File: config.mk
export PLATFORM = sky130hd
export DESIGN_NAME = adc_seq_ctrl
export DESIGN_NICKNAME = d
export VERILOG_FILES = /design/src/rtl/adc_seq_pkg.sv /design/src/rtl/adc_cfg_regs.sv /design/src/rtl/adc_trig_qual.sv /design/src/rtl/adc_chan_seq.sv /design/src/rtl/adc_seq_ctrl.sv
export SDC_FILE = /design/constraint.sdc
export NUM_CORES = 1
export LEC_CHECK = 0
export BUFFER_PORTS_ARGS = -buffer_cell sky130_fd_sc_hd__buf_2
export CAP_MARGIN = 40
export CORE_MARGIN = 5
export CORE_UTILIZATION = 42
export DETAILED_ROUTE_END_ITERATION = 10
export PLACE_DENSITY = 0.83
export SYNTH_ARGS = -nofsm -noshare
export SYNTH_HDL_FRONTEND = slang
export SYNTH_SLANG_ARGS = --single-unit
File: constraint.sdc
create_clock -name clk -period 1.6 [get_ports clk]
set_input_delay 0.32 -clock clk [delete_from_list [all_inputs] [get_ports clk]]
set_output_delay 0.32 -clock clk [all_outputs]
set_load 0.03 [all_outputs]
File: src/rtl/adc_seq_pkg.sv
package adc_seq_pkg;
  localparam int CH_W = 3;
  localparam int NUM_CH = 1 << CH_W;
  localparam int CFG_W = 8;

  localparam int CFG_RSVD_BIT = 3;
  localparam int CFG_EDGE_LO = 4;
  localparam int CFG_SRC_BIT = 6;
  localparam int CFG_MODE_BIT = 7;

  localparam int CTL_EN_BIT = 0;
  localparam int CTL_SCAN_BIT = 1;

  typedef enum logic [1:0] {
    EDGE_NONE = 2'b00,
    EDGE_FALL = 2'b01,
    EDGE_RISE = 2'b10,
    EDGE_BOTH = 2'b11
  } edge_sel_t;
endpackage

File: src/rtl/adc_cfg_regs.sv
module adc_cfg_regs
  import adc_seq_pkg::*;
(
  input  logic             clk,
  input  logic             rst,
  input  logic             wr,
  input  logic             addr,
  input  logic [CFG_W-1:0] wdata,
  input  logic             busy,
  output logic [CFG_W-1:0] cfg_q,
  output logic             en,
  output logic             scan,
  output logic             abort
);
  localparam logic [CFG_W-1:0] RSVD_MASK = ~(CFG_W'(1) << CFG_RSVD_BIT);

  logic cfg_wr;
  logic ctl_wr;

  assign cfg_wr = wr && !addr && !busy;
  assign ctl_wr = wr && addr;
  assign abort  = ctl_wr && !wdata[CTL_EN_BIT];

  always_ff @(posedge clk) begin
    if (rst) begin
      cfg_q <= '0;
      en    <= 1'b0;
      scan  <= 1'b0;
    end else begin
      if (cfg_wr) cfg_q <= wdata & RSVD_MASK;
      if (ctl_wr) begin
        en   <= wdata[CTL_EN_BIT];
        scan <= wdata[CTL_SCAN_BIT];
      end
    end
  end

  // reserved bit reads back 0 after any accepted write
  a_r2_rsvd_zero: assert property (@(posedge clk) disable iff (rst)
    (wr && !addr && !busy) |=> !cfg_q[CFG_RSVD_BIT]);

  // configuration held while a conversion is running
  a_r9_cfg_locked: assert property (@(posedge clk) disable iff (rst)
    (wr && !addr && busy) |=> $stable(cfg_q));
endmodule

File: src/rtl/adc_trig_qual.sv
module adc_trig_qual
  import adc_seq_pkg::*;
#(
  parameter int SYNC_STAGES = 2
) (
  input  logic      clk,
  input  logic      rst,
  input  logic      pin,
  input  logic      tmr_evt,
  input  logic      hw_mode,
  input  logic      src_tmr,
  input  edge_sel_t edge_sel,
  output logic      start_req
);
  localparam int LAST = SYNC_STAGES - 1;

  logic [SYNC_STAGES-1:0] sync_q;
  logic                   prev_q;
  logic                   rise;
  logic                   fall;
  logic                   pin_hit;
  logic                   hw_hit;

  generate
    if (SYNC_STAGES == 1) begin : g_one
      always_ff @(posedge clk) begin
        if (rst) sync_q <= '0;
        else     sync_q <= pin;
      end
    end else begin : g_chain
      always_ff @(posedge clk) begin
        if (rst) sync_q <= '0;
        else     sync_q <= {sync_q[SYNC_STAGES-2:0], pin};
      end
    end
  endgenerate

  always_ff @(posedge clk) begin
    if (rst) prev_q <= 1'b0;
    else     prev_q <= sync_q[LAST];
  end

  assign rise = sync_q[LAST] && !prev_q;
  assign fall = !sync_q[LAST] && prev_q;

  always_comb begin
    unique case (edge_sel)
      EDGE_NONE: pin_hit = 1'b0;
      EDGE_FALL: pin_hit = fall;
      EDGE_RISE: pin_hit = rise;
      EDGE_BOTH: pin_hit = rise || fall;
      default:   pin_hit = 1'b0;
    endcase
  end

  assign hw_hit    = src_tmr ? tmr_evt : pin_hit;
  assign start_req = hw_mode ? hw_hit : 1'b1;
endmodule

File: src/rtl/adc_chan_seq.sv
module adc_chan_seq
  import adc_seq_pkg::*;
(
  input  logic            clk,
  input  logic            rst,
  input  logic            en,
  input  logic            scan,
  input  logic [CH_W-1:0] chan,
  input  logic            start_req,
  input  logic            conv_done,
  input  logic            abort,
  output logic            conv_start,
  output logic [CH_W-1:0] mux_sel,
  output logic            busy
);
  logic at_last;
  assign at_last = !scan || (mux_sel == chan);

  always_ff @(posedge clk) begin
    if (rst) begin
      conv_start <= 1'b0;
      mux_sel    <= '0;
      busy       <= 1'b0;
    end else begin
      conv_start <= 1'b0;
      if (abort) begin
        busy    <= 1'b0;
        mux_sel <= '0;
      end else if (busy) begin
        if (conv_done) begin
          if (!at_last) begin
            mux_sel    <= mux_sel + CH_W'(1);
            conv_start <= 1'b1;
          end else begin
            busy <= 1'b0;
            if (scan) mux_sel <= '0;
          end
        end
      end else if (en && start_req) begin
        busy       <= 1'b1;
        conv_start <= 1'b1;
        mux_sel    <= scan ? '0 : chan;
      end
    end
  end

  // start pulse only while a sequence is active
  a_r4_start_busy: assert property (@(posedge clk) disable iff (rst)
    conv_start |-> busy);

  // no start while a conversion runs, except the scan step on done
  a_r9_no_retrig: assert property (@(posedge clk) disable iff (rst)
    conv_start |-> (!$past(busy) || $past(conv_done)));

  // scan select never passes the last channel
  a_r5_scan_bound: assert property (@(posedge clk) disable iff (rst)
    (busy && scan) |-> (mux_sel <= chan));

  // done on the last channel ends the pass
  a_r5_pass_end: assert property (@(posedge clk) disable iff (rst)
    (busy && scan && conv_done && mux_sel == chan && !abort) |=> !busy);

  // abort clears sequence state on the write edge
  a_r11_abort: assert property (@(posedge clk) disable iff (rst)
    abort |=> (!busy && mux_sel == '0));
endmodule

File: src/rtl/adc_seq_ctrl.sv
module adc_seq_ctrl
  import adc_seq_pkg::*;
#(
  parameter int SYNC_STAGES = 2
) (
  input  logic             clk,
  input  logic             rst,
  input  logic             reg_wr,
  input  logic             reg_addr,
  input  logic [CFG_W-1:0] reg_wdata,
  input  logic             trig_pin,
  input  logic             timer_evt,
  input  logic             conv_done,
  output logic [CFG_W-1:0] cfg_rdata,
  output logic             conv_start,
  output logic [CH_W-1:0]  chan_sel,
  output logic             conv_busy
);
  logic      en;
  logic      scan;
  logic      abort;
  logic      start_req;
  edge_sel_t edge_sel;

  adc_cfg_regs u_regs (
    .clk   (clk),
    .rst   (rst),
    .wr    (reg_wr),
    .addr  (reg_addr),
    .wdata (reg_wdata),
    .busy  (conv_busy),
    .cfg_q (cfg_rdata),
    .en    (en),
    .scan  (scan),
    .abort (abort)
  );

  assign edge_sel = edge_sel_t'(cfg_rdata[CFG_EDGE_LO +: 2]);

  adc_trig_qual #(.SYNC_STAGES(SYNC_STAGES)) u_trig (
    .clk       (clk),
    .rst       (rst),
    .pin       (trig_pin),
    .tmr_evt   (timer_evt),
    .hw_mode   (cfg_rdata[CFG_MODE_BIT]),
    .src_tmr   (cfg_rdata[CFG_SRC_BIT]),
    .edge_sel  (edge_sel),
    .start_req (start_req)
  );

  adc_chan_seq u_seq (
    .clk        (clk),
    .rst        (rst),
    .en         (en),
    .scan       (scan),
    .chan       (cfg_rdata[CH_W-1:0]),
    .start_req  (start_req),
    .conv_done  (conv_done),
    .abort      (abort),
    .conv_start (conv_start),
    .mux_sel    (chan_sel),
    .busy       (conv_busy)
  );
endmodule

## Word level (Yosys, flattened, before mapping)

Index checks and enable logic that the tools add are counted.

- Input bits: 15
- Word-level logic and storage cells: 49
- Output and inout port bits: 13
- Flip-flop bits (word level): 17

- Multiplexer cells: 15
- Equality and inequality tests: 6
- Reduce and logical (&&, ||, !) cells: 19
- Add/sub/neg operators: 1

Operators by type and width:

| kind | count |
|---|---|
| two-way mux 3 bit | 6 |
| two-way mux 1 bit | 8 |
| logical AND 1 bit | 7 |
| zero test 1 bit | 6 |
| == test 2 bit, second input constant | 2 |
| one-hot mux 1 bit (4 select lines) | 1 |
| adder 3 x 1 -> 3 bit, second input constant | 1 |
| == test 3 bit | 1 |
| inequality test 3 bit, second input constant | 1 |
| AND reduction 3 bit | 1 |
| == test 2 x 1 -> 1 bit, second input constant | 1 |
| zero test 2 bit | 1 |
| logical OR 1 bit | 2 |
| inequality test 2 bit, second input constant | 1 |
| nonzero test 2 bit | 1 |
| OR reduction 2 bit | 1 |

## Logic depth before layout (Yosys ltp)

Gate-level depths: netlist (run 1).

- Depth after elaboration: 9
- Mapped depth: 7
- Gate-level depth less buffers: 7

## Modules after synthesis

Synthesis (run 1) repeated with hierarchy kept, for this count alone.

- Cells, all modules: 99
- Area total of the unflattened synthesis: 919.6 um^2

By module, submodules not included:

| module | seq. area each (um^2) | area an instance (um^2) | times used | cells an instance |
|---|---|---|---|---|
| adc_cfg_regs | 180.2 | 424.2 | 1 | 43 |
| adc_chan_seq | 100.1 | 340.3 | 1 | 39 |
| adc_trig_qual | 60.1 | 155.1 | 1 | 17 |

## Least setup slack after synthesis (run 1)

OpenSTA, ideal clock, no wires.

- Path kind: flip-flop to flip-flop
- Start point: register u_trig.prev_q
- End point: register u_seq.mux_sel[0]
- Library setup time: 0.136 ns
- Arrival: 1.472 ns
- Setup slack: -0.008 ns
- Stages on the path, launching flop included: 8
- Cells stage by stage: dfxtp_1 inv_1 ha_1 and2b_1 o21ai_1 a311oi_2 or2_1 a211oi_1

- Longest elaborated chain between the ends: 9
- Elaborated cells on any way between the ends: 10
- Those cells by class: mux (3); reduce/logical (7)

Ends and longest elaborated chain:

| item | RTL line | text |
|---|---|---|
| from (decl) | adc_trig_qual.sv:18 | `logic prev_q;` |
| from (signal assigned) | adc_trig_qual.sv:40 | `else prev_q <= sync_q[LAST];` |
| zero test 1 bit | adc_trig_qual.sv:43 | `assign rise = sync_q[LAST] && !prev_q;` |
| logical AND 1 bit | adc_trig_qual.sv:43 |  |
| logical OR 1 bit | adc_trig_qual.sv:51 | `EDGE_BOTH: pin_hit = rise \|\| fall;` |
| one-hot mux 1 bit (4 select lines) * | adc_trig_qual.sv:47 | `unique case (edge_sel)` |
| two-way mux 1 bit * | adc_trig_qual.sv:56 | `assign hw_hit = src_tmr ? tmr_evt : pin_hit;` |
| two-way mux 1 bit * | adc_trig_qual.sv:57 | `assign start_req = hw_mode ? hw_hit : 1'b1;` |
| logical AND 1 bit * | adc_chan_seq.sv:39 | `end else if (en && start_req) begin` |
| nonzero test 2 bit (no line) * | n/a |  |
| AND reduction 3 bit (no line) * | n/a |  |
| to (signal assigned) | adc_chan_seq.sv:32 | `mux_sel <= mux_sel + CH_W'(1);` |
| to (signal assigned) | adc_chan_seq.sv:42 | `mux_sel <= scan ? '0 : chan;` |
| to (decl) | adc_chan_seq.sv:13 | `output logic [CH_W-1:0] mux_sel,` |

Every way passes the cells marked *; elsewhere a longest branch is shown, timed or not.
A chain may end at the register's enable or synchronous reset.

## Worst setup path after layout (run 1)

- Start point: register u_trig.prev_q
- End point: register u_seq.mux_sel[2]

Same word-level chain as after synthesis.

==> impl_results.md, run 1 <==
* Vias in the first global route at 644
* Drc violations at 0
* H-tree lvl count at 1
* Failing checks: setup timing
* DP HPWL at 1270 um
* Combinational power share at 21.7%
* Area leader, netlist: dfxtp_1
* Mapped Nets at 103
* CTS max path bufs at 2
* CP endpoint kind: register
* CTS tree: built
* Clock Latency Late Sink at 0.29 ns
* Switching share of power at 30.0%
* FF-to-FF End: u_seq.mux_sel[2]
* Pleak at 0.478 nW
* Minimum clock period at 1.66 ns
* RSZ-0062 raised after global routing: yes
* Cell Chain, Critical Path: inv_2, ha_4, and2b_1, o21ai_2, a311oi_4, or2_4, a211oi_2
* Register-to-register setup slack at -0.06 ns
* Post-Synthesis Cell Area at 790 um^2
* Crit path depth at 7
* Initial Utilization at 44.8%
* Final Worst Setup Slack at -0.0581 ns
* Fin nets at 135
* Area delta synth->final at 35.3%
* DRT antenna net count at 0
* First drt pass iteration count at 2
* Pre-CTS setup slack at -0.261 ns
* Cells after synthesis at 85
* Pwr dens at 833 nW/um^2
* Critical Path RT at 1.81 ns
* Die area at 2850 um^2
* Total chip power at 890 uW
* Slowest cell on crit path: dfxtp_2
* Setup_tns at -0.121 ns
* Synthesis-stage register bit count at 17
* Slew @ Worst Pin at 0.501 ns
* Max-Cap Viols at 0
* First-pass GRT wire length at 2690 um
* Die W at 53.4 um
* Setup-failing EPs final at 3
* CTS Buf Count at 3
* ANT cells at 0
* Num ports at 28
* Crit Path Class: register to register
* Slew Limit Fails at 0
* Setup crit start: u_trig.prev_q
* Clock Root Buffer: clkbuf_4
* Avg Cell Area, Syn at 9.29 um^2
* Crit path buf inv count at 1
* Maximum VDD drop at 0.000542 V
* Placer Congestion at 0.736
* Top cell type's share of synthesized area at 43.1%
* Clock power share at 25.3%
* Reg2reg start: u_trig.prev_q
* Setup Skew at 0.00457 ns
* Net Switching at 267 uW
* DR vias/cell at 4.90
* # rows at 15
* Part of the power in registers at 53.0%
* Fraction of layout cells with a size suffix above 1 at 44.0%
* Top cells by area, synth: dfxtp_1, mux2i_1, nor2_1, ha_1, a32oi_1
* Total track usage at 13.2%
* Clock Pin Slew Worst Setup and Hold Paths at 0.10 ns
* DRT iter0 DRCs at 2
* WL per Instance at 12.2 um
* R2R depth at 7
* Fmax at 603 MHz
* Critical Path Source Type: register
* Seq/Total Area, Yosys at 43.1%
* Fin. Hold Viols at 0
* I/O Buffers at 25
* Initial antenna violation count at 0
* Drt total wl at 1720 um
* Ys Warns at 0
* Largest delay contributor family on the critical path: compound AO/OA/AOI/OAI gates
* Slew headroom at 66.5%
* Fin util at 60.6%
* Core area at 1760 um^2
* Netlist cell types at 27
* Final period util at 104%
* DR vias at 691
* Largest net degree at the start of global routing at 13
* Status: complete, but fails checks
* Die Height at 53.4 um
* CTS sink cnt at 17
* Worst path arrival time at 1.87 ns
* Pint at 623 uW
* CP peak stage delay at 0.34 ns
* HP Start: trig_pin
* GRT Residual Overflow at 0
* Max Fanout on Critical Path at 4
* Hold Crit Class: primary input to register
* CP endpoint: u_seq.mux_sel[2]
-- state kept, by name, summed over array words and instances, names as in the netlist --
name / count
u_regs.cfg_q: 7
u_regs.en: 1
u_regs.scan: 1
u_seq.busy: 1
u_seq.conv_start: 1
u_seq.mux_sel: 3
u_trig.prev_q: 1
u_trig.sync_q: 2
-- final cells by class --
cell class | instances | area, um^2
Timing Repair Buffer | 32 | 178
Clock inverter | 1 | 5.00
Clock buffer | 3 | 22.5
Fill cell | 182 | 696
Multi-Input combinational cell | 59 | 474
Tap cell | 25 | 31.3
Inverter | 4 | 15.0
Sequential cell | 17 | 343
-- synth_stat cells --
cell type	number
a211oi_1	3
a21bo_2	1
a21oi_1	4
a311oi_2	1
a32oi_1	4
and2_1	1
and2b_1	2
and3_1	1
buf_2	1
buf_4	3
clkbuf_1	1
conb_1	1
dfxtp_1	17
ha_1	3
inv_1	4
mux2i_1	7
nand2_1	2
nand3_1	2
nor2_1	13
nor2b_1	3
nor3_1	3
nor3b_1	1
o21ai_1	1
o21bai_1	1
or2_1	1
xnor2_1	3
xor2_1	1
-- per-stage QoR --
stage	cells	hold WS, ns	cell area, um^2
3_3_place_gp	135	0.421	952
5_1_grt	141	0.263	1070
3_5_place_dp	135	0.429	952
4_1_cts	140	0.235	1040
2_1_floorplan	85	0.392	790
6_report	141	0.239	1070
-- cells in the final DEF, fill, tap and decap left out, types with 3 or more instances in the layout --
cell	n
a32oi_1	3
buf_2	25
buf_4	7
clkbuf_4	3
dfxtp_1	15
inv_1	3
mux2i_1	7
nor2_1	13
nor2b_1	3
xnor2_1	3
-- how the worst min path moves through the flow --
stage                            end  slack [ns]  cells after the start
finish              u_trig.sync_q[0]        0.24                      2
global route         u_regs.cfg_q[7]        0.26                      3
CTS                 u_trig.sync_q[0]        0.23                      2
detailed placement  u_trig.sync_q[1]        0.43                      1
global placement    u_trig.sync_q[1]        0.42                      1
floorplan           u_trig.sync_q[0]        0.39                      1
-- power by group through the flow --
stage | sequential [mW] | combinational (mW) | clock, mW
2_1_floorplan | 0.501 | 0.0915 | 0
3_3_place_gp | 0.477 | 0.164 | 0
3_5_place_dp | 0.478 | 0.169 | 0
4_1_cts | 0.471 | 0.182 | 0.233
5_1_grt | 0.476 | 0.210 | 0.254
6_report | 0.472 | 0.193 | 0.225
-- cell families (layout without fill, tap and decap cells) --
logic type | count (synthesis) | in the layout | synth area share [%]
compound gates | 15 | 15 | 14.6
simple gates | 29 | 29 | 17.9
fa+ha+maj | 3 | 3 | 4.75
xor+xnor | 4 | 4 | 4.44
buf+inv | 9 | 40 | 5.86
other cells | 1 | 1 | 0.475
mux | 7 | 7 | 8.88
flops | 17 | 17 | 43.1
-- worst reg2reg max path, delay by kind of cell (launching register included) --
kind | cells | cell delay (ns)
adder cells (fa/ha/maj) | 1 | 0.25
buffers and inverters | 1 | 0.04
AO/OA/AOI/OAI | 3 | 0.50
AND/OR/NAND/NOR | 2 | 0.44
flip-flops | 1 | 0.34
-- repair_timing --
item / CTS / global route
pin swaps: 5 / 4
gates cloned: 0 / 0
setup endpoints to repair: 3 / 5
setup buffers: 2 / 1
resized for setup: 10 / 5
hold buffers: 0 / 0
-- layer usage --
layer  share of wire (%)  GRT usage (%)
met5                   0              0
met2                  51           24.5
met4                0.81           3.83
met3                 8.0           4.23
met1                  40           14.0
Note: power is estimated with default switching activity, not from simulation.
==> run 2: changes to the inputs <==
- CELL_PAD_IN_SITES_DETAIL_PLACEMENT: unset -> 1
- CELL_PAD_IN_SITES_GLOBAL_PLACEMENT: unset -> 2
- CORE_UTILIZATION: 42 -> 24
- PLACE_DENSITY: 0.83 -> 0.82
==> run 2 against run 1 <==
  * The flow still finishes with violations (setup timing)
  * Fmax down 0.84%
  * Critical path depth unchanged
  * Largest cell class unchanged
  * Combinational power fell by 5%
  * Clock-buffer cell count up 1
  * Clock skew decreased by 0.0011 ns
  * Cell count rose by 11%
  * Worst hold slack better by 0.016 ns
  * Sequential power is essentially flat
  * Via count up 1.3%
  * Global-route usage decreased by 3.1 points
  * Sequential cell count did not move
==> impl_results.md, run 2 (same netlist as run 1, synthesis figures left out) <==
* Commonest non-fill, non-tap cell in the layout: buf_2 (unchanged)
* Most frequent cells in the layout: buf_2, dfxtp_1, nor2_1 (unchanged)
* CP endpoint kind: register (unchanged)
* Crit Path Class: register to register (unchanged)
* Clock Pin Slew Worst Setup and Hold Paths at 0.10 ns (about the same)
* Worst path arrival time at 1.89 ns (was 1.87 ns)
* DP HPWL at 1600 um (was 1270 um)
* Final std cells w/o fill at 157 (was 141)
* # rows at 20 (was 15)
* First drt pass iteration count at 3 (was 2)
* Initial antenna violation count at 0 (unchanged)
* Slew headroom at 57.5% (was 66.5%)
* Area of the multi-input gates at 459 um^2 (was 474 um^2)
* Final Worst Setup Slack at -0.0721 ns (was -0.0581 ns)
* Total chip power at 886 uW (was 890 uW)
* Die area at 4540 um^2 (was 2850 um^2)
* CTS sink cnt at 17 (unchanged)
* FF-to-FF End: u_seq.mux_sel[2] (unchanged)
* Hold Crit Depth at 2 (unchanged)
* Die Height at 67.4 um (was 53.4 um)
* HP Start: trig_pin (unchanged)
* Maximum VDD drop at 0.000399 V (was 0.000542 V)
* Worst hold endpoint: u_trig.sync_q[0] (unchanged)
* Critical Path RT at 1.82 ns (was 1.81 ns)
* Fraction of layout cells with a size suffix above 1 at 38.9% (was 44.0%)
* Total track usage at 10.1% (was 13.2%)
* Fmax at 598 MHz (was 603 MHz)
* ANT cells at 0 (unchanged)
* RSZ-0062 raised after global routing: yes (unchanged)
* DR vias at 700 (was 691)
* Hold Crit Class: primary input to register (unchanged)
* Minimum clock period at 1.67 ns (was 1.66 ns)
* Placer Congestion at 0.765 (was 0.736)
* Fin. Hold Viols at 0 (unchanged)
* DRT antenna net count at 0 (unchanged)
* Slew Limit Fails at 0 (unchanged)
* CP peak stage delay at 0.35 ns (was 0.34 ns)
* H-tree lvl count at 1 (unchanged)
* R2R depth at 7 (unchanged)
* Num ports at 28 (unchanged)
* Pre-CTS setup slack at -0.193 ns (was -0.261 ns)
* Core area at 3100 um^2 (was 1760 um^2)
* Vias in the first global route at 752 (was 644)
* Largest net degree at the start of global routing at 13 (unchanged)
* Fillers at 380 (was 182)
* Drt total wl at 2010 um (was 1720 um)
* Initial Utilization at 25.4% (was 44.8%)
* WL per Instance at 12.8 um (was 12.2 um)
* Cell Chain, Critical Path: inv_2, ha_4, and2b_1, o21ai_2, a311oi_4, or2_4, a211oi_2 (unchanged)
* CTS max path bufs at 2 (unchanged)
* Die W at 67.4 um (was 53.4 um)
* DRT iter0 DRCs at 23 (was 2)
* Pleak at 0.453 nW (was 0.478 nW)
* Register area at 342 um^2 (was 343 um^2)
* Fin nets at 132 (was 135)
* Clock Root Buffer: clkbuf_4 (unchanged)
* Failing checks: setup timing (unchanged)
* Setup Skew at 0.00348 ns (was 0.00457 ns)
* GRT Residual Overflow at 0 (unchanged)
* Setup-failing EPs final at 3 (unchanged)
* First-pass GRT wire length at 3370 um (was 2690 um)
* Slew @ Worst Pin at 0.636 ns (was 0.501 ns)
* Final period util at 105% (was 104%)
* Clock Latency Late Sink at 0.29 ns (about the same)
* Largest register FFs at 7 (unchanged)
* Status: complete, but fails checks (unchanged)
* I/O Buffers at 25 (unchanged)
* Drc violations at 0 (unchanged)
* DP Cell Count at 154 (was 135)
* Hold slack at 0.255 ns (was 0.239 ns)
* Largest regs: u_regs.cfg_q (7), u_seq.mux_sel (3), u_trig.sync_q (2) (unchanged)
* Area delta synth->final at 33.3% (was 35.3%)
* Register-to-register setup slack at -0.07 ns (was -0.06 ns)
* Max Fanout on Critical Path at 5 (was 4)
* CTS Buf Count at 3 (unchanged)
* Largest Register: u_regs.cfg_q (unchanged)
* DR vias/cell at 4.46 (was 4.90)
* Slowest cell on crit path: dfxtp_2 (unchanged)
* Max-Cap Viols at 0 (unchanged)
* Pwr dens at 842 nW/um^2 (was 833 nW/um^2)
* CTS tree: built (unchanged)
* Critical Path Source Type: register (unchanged)
* Reg2reg start: u_trig.prev_q (unchanged)
## run 2: changes by cell type in the layout (fill, tap and decap cells not counted), sizes merged
cell    delta
clkbuf     +1
buf        -3
clkinv     -1
## run 2: layout make-up
| type | count | area share (%) |
|---|---|---|
| Clock buffer | 4 | 2.50 |
| Inverter | 4 | 1.43 |
| Multi-Input combinational cell | 59 | 43.6 |
| Sequential cell | 17 | 32.5 |
| Tap cell | 44 | 5.23 |
| Timing Repair Buffer | 29 | 14.7 |
## run 2: worst max-delay path by stage
stage                   from          endpoint  slack [ns]
2_1_floorplan  u_trig.prev_q  u_seq.mux_sel[0]        0.02
6_report       u_trig.prev_q  u_seq.mux_sel[2]       -0.07
3_3_place_gp   u_trig.prev_q  u_seq.mux_sel[0]       -0.12
5_1_grt        u_trig.prev_q  u_seq.mux_sel[1]       -0.14
4_1_cts        u_trig.prev_q  u_seq.mux_sel[0]       -0.06
3_5_place_dp   u_trig.prev_q  u_seq.mux_sel[2]       -0.19
## run 2: layer usage
layer,GRT usage [%],share of wire [%],vias up
met2,17.4,51,21
met3,3.99,5.9,5
li1,-,-,347
met5,0,0,-
met1,11.2,42,327
met4,3.80,1.3,0
## run 2: stage by stage
step | TNS (ns) | utilization (%) | area [um^2]
final | -0.168 | 33.9 | 1050
after global routing | -0.534 | 33.9 | 1050
after CTS | -0.162 | 33.0 | 1020
after detailed placement | -0.639 | 31.5 | 976
after global placement | -0.362 | 31.5 | 976
after floorplan | 0 | - | 790
## run 2: critical path: cells and delay by family, from the launching register on
| family | cells | cell delay [ns] |
|---|---|---|
| AOI/OAI and AO/OA | 3 | 0.52 |
| and+or+nand+nor | 2 | 0.45 |
| DFF | 1 | 0.35 |
| adders and majority gates | 1 | 0.24 |
| buffers and inverters | 1 | 0.04 |
## run 2: timing repair
item                                    in CTS  in global routing
buffers inserted                             1                  1
pin swaps                                    2                  4
hold buffers                                 0                  0
endpoints found under the setup margin       5                  5
resized for setup                            7                  4
## run 2: report_power, final
part | switching [mW] | total (mW) | internal (mW)
Combinational | 0.109 | 0.184 | 0.0751
Sequential | 0.0252 | 0.471 | 0.445
Clock | 0.133 | 0.230 | 0.0971
Total | 0.268 | 0.886 | 0.618
==> run 3: changes to the inputs <==
- SETUP_SLACK_MARGIN: unset -> 0.1
==> run 3 against run 2 <==
  * The flow still finishes with violations (setup timing)
  * Largest cell class unchanged
  * Clock skew up 0.00070 ns
  * Cell count is the same
  * Sequential power about the same
  * Sequential share of layout area down 0.89 points
  * Wire length up 7.5%
  * Critical path depth did not move
  * Die area is the same
  * Non-clock buffer count did not move
  * Design area up 3.2%
  * Global-route usage up 0.50 points
==> impl_results.md, run 3 (same netlist as run 1, synthesis figures left out) <==
* Num ports at 28 (unchanged)
* Placement-stage cell area at 970 um^2 (was 976 um^2)
* Largest net degree at the start of global routing at 13 (unchanged)
* Worst path arrival time at 1.83 ns (was 1.89 ns)
* Critical Path Source Type: register (unchanged)
* Final period util at 101% (was 105%)
* CTS sink cnt at 17 (unchanged)
* Fin util at 35.0% (was 33.9%)
* GRT Residual Overflow at 0 (unchanged)
* Pwr dens at 833 nW/um^2 (was 842 nW/um^2)
* Core area at 3100 um^2 (unchanged)
* Largest register FFs at 7 (unchanged)
* Slew headroom at 57.9% (was 57.5%)
* DRT antenna net count at 0 (unchanged)
* Fmax at 618 MHz (was 598 MHz)
* Largest delay contributor family on the critical path: simple AND/OR/NAND/NOR gates (was compound AO/OA/AOI/OAI gates)
* Clock Root Buffer: clkbuf_4 (unchanged)
* Part of the power in registers at 52.3% (was 53.1%)
* H-tree lvl count at 1 (unchanged)
* DP Cell Count at 153 (was 154)
* Failing checks: setup timing (unchanged)
* DR vias/cell at 4.42 (was 4.46)
* RSZ-0062 raised after global routing: yes (unchanged)
* Initial Utilization at 25.4% (unchanged)
* Slew @ Worst Pin at 0.631 ns (was 0.636 ns)
* Vias in the first global route at 788 (was 752)
* Max Fanout on Critical Path at 3 (was 5)
* Pint at 625 uW (was 618 uW)
* Switching share of power at 30.9% (was 30.2%)
* Cell Chain, Critical Path: inv_2, ha_4, and2b_1, o21ai_2, a311oi_2, or2_4, a211oi_2 (was inv_2, ha_4, and2b_1, o21ai_2, a311oi_4, or2_4, a211oi_2)
* Crit path buf inv count at 1 (unchanged)
* Largest Register: u_regs.cfg_q (unchanged)
* Clock Pin Slew Worst Setup and Hold Paths at 0.10 ns (about the same)
* Combinational power share at 22.0% (was 20.8%)
* Most frequent cells in the layout: buf_2, dfxtp_1, nor2_1 (unchanged)
* Final instance area at 1090 um^2 (was 1050 um^2)
* Drt total wl at 2170 um (was 2010 um)
* First-pass GRT wire length at 3600 um (was 3370 um)
* First drt pass iteration count at 3 (unchanged)
* Clock Latency Late Sink at 0.29 ns (about the same)
* DRT iter0 DRCs at 30 (was 23)
* Clock power share at 25.7% (was 26.0%)
* Fin nets at 132 (unchanged)
* Final std cells w/o fill at 157 (unchanged)
* Setup Skew at 0.00418 ns (was 0.00348 ns)
* Die area at 4540 um^2 (unchanged)
* Area of the multi-input gates at 492 um^2 (was 459 um^2)
* Setup-failing EPs final at 1 (was 3)
* Area delta synth->final at 37.6% (was 33.3%)
* Hold Crit Class: primary input to register (unchanged)
* Pleak at 0.465 nW (was 0.453 nW)
* CTS Buf Count at 3 (unchanged)
* CP endpoint kind: register (unchanged)
* Die W at 67.4 um (unchanged)
* Minimum clock period at 1.62 ns (was 1.67 ns)
* Status: complete, but fails checks (unchanged)
* Slew Limit Fails at 0 (unchanged)
* Max-Cap Viols at 0 (unchanged)
* Largest regs: u_regs.cfg_q (7), u_seq.mux_sel (3), u_trig.sync_q (2) (unchanged)
* Initial antenna violation count at 0 (unchanged)
* DP HPWL at 1620 um (was 1600 um)
* CTS max path bufs at 2 (unchanged)
* Hold Buf Count CTS at 0 (unchanged)
* CP peak stage delay at 0.35 ns (about the same)
* CTS tree: built (unchanged)
* Die Height at 67.4 um (unchanged)
* Drc violations at 0 (unchanged)
* Slowest cell on crit path: dfxtp_2 (unchanged)
* Final Worst Setup Slack at -0.0189 ns (was -0.0721 ns)
* I/O Buffers at 25 (unchanged)
* Critical Path RT at 1.81 ns (was 1.82 ns)
* Register-to-register setup slack at -0.02 ns (was -0.07 ns)
* Register area at 343 um^2 (was 342 um^2)
* Net Switching at 279 uW (was 268 uW)
* Commonest non-fill, non-tap cell in the layout: buf_2 (unchanged)
* DR vias at 694 (was 700)
* WL per Instance at 13.8 um (was 12.8 um)
* Placer Congestion at 0.785 (was 0.765)
* Maximum VDD drop at 0.000322 V (was 0.000399 V)
* # rows at 20 (unchanged)
* Crit Path Class: register to register (unchanged)
* Fraction of layout cells with a size suffix above 1 at 44.2% (was 38.9%)
* Fin. Hold Viols at 0 (unchanged)
* Total track usage at 10.6% (was 10.1%)
* Fillers at 392 (was 380)
* Pre-CTS setup slack at -0.132 ns (was -0.193 ns)
* ANT cells at 0 (unchanged)
==> run 3: metrics by stage <==
step           hold WS, ns  TNS [ns]  power, mW
4_1_cts              0.242    -0.121      0.918
3_3_place_gp         0.432    -0.138      0.646
2_1_floorplan        0.392         0      0.593
3_5_place_dp         0.444    -0.356      0.656
5_1_grt              0.252    -0.337      0.961
6_report             0.261   -0.0189      0.905
==> run 3: metal layers <==
metal	GRT usage, %	wire length, um	up-vias
met5	0	0	-
met4	2.53	0	0
met3	3.66	128	0
met2	19.8	1150	19
met1	11.5	888	326
li1	-	-	349
==> run 3: repair_timing <==
action / in CTS / in global routing
buffers inserted: 1 / 0
pin swaps: 7 / 1
resized for setup: 16 / 2
endpoints found under the setup margin: 5 / 5
==> run 3: power by group through the flow <==
stage / combinational [mW] / sequential (mW) / clock, mW
2_1_floorplan: 0.0914 / 0.501 / 0
4_1_cts: 0.198 / 0.472 / 0.248
6_report: 0.199 / 0.473 / 0.233
3_3_place_gp: 0.169 / 0.477 / 0
5_1_grt: 0.217 / 0.477 / 0.267
3_5_place_dp: 0.177 / 0.479 / 0
==> run 3: path summary, 6_finish.rpt <==
check                   startpoint          endpoint  cells after the start
hold / removal        reg_wdata[6]   u_regs.cfg_q[6]                      3
hold reg to reg   u_trig.sync_q[0]  u_trig.sync_q[1]                      1
setup / recovery     u_trig.prev_q  u_seq.mux_sel[1]                      7
setup reg to reg     u_trig.prev_q  u_seq.mux_sel[1]                      7
==> run 3: worst register-to-register path, delay by kind of cell (launching register included) <==
kind | cells | cell delay [ns]
AND/OR/NAND/NOR | 2 | 0.47
AO/OA/AOI/OAI | 3 | 0.42
buffers and inverters | 1 | 0.05
adder cells (fa/ha/maj) | 1 | 0.25
flip-flops | 1 | 0.35
==> run 3: cell type report <==
| class | instances | share of cell area (%) |
|---|---|---|
| multi-input combinational | 59 | 45.3 |
| sequential | 17 | 31.6 |
| timing repair buffer | 29 | 14.3 |
| tap | 44 | 5.07 |
| clock buffer | 4 | 2.42 |
| inverter | 4 | 1.38 |
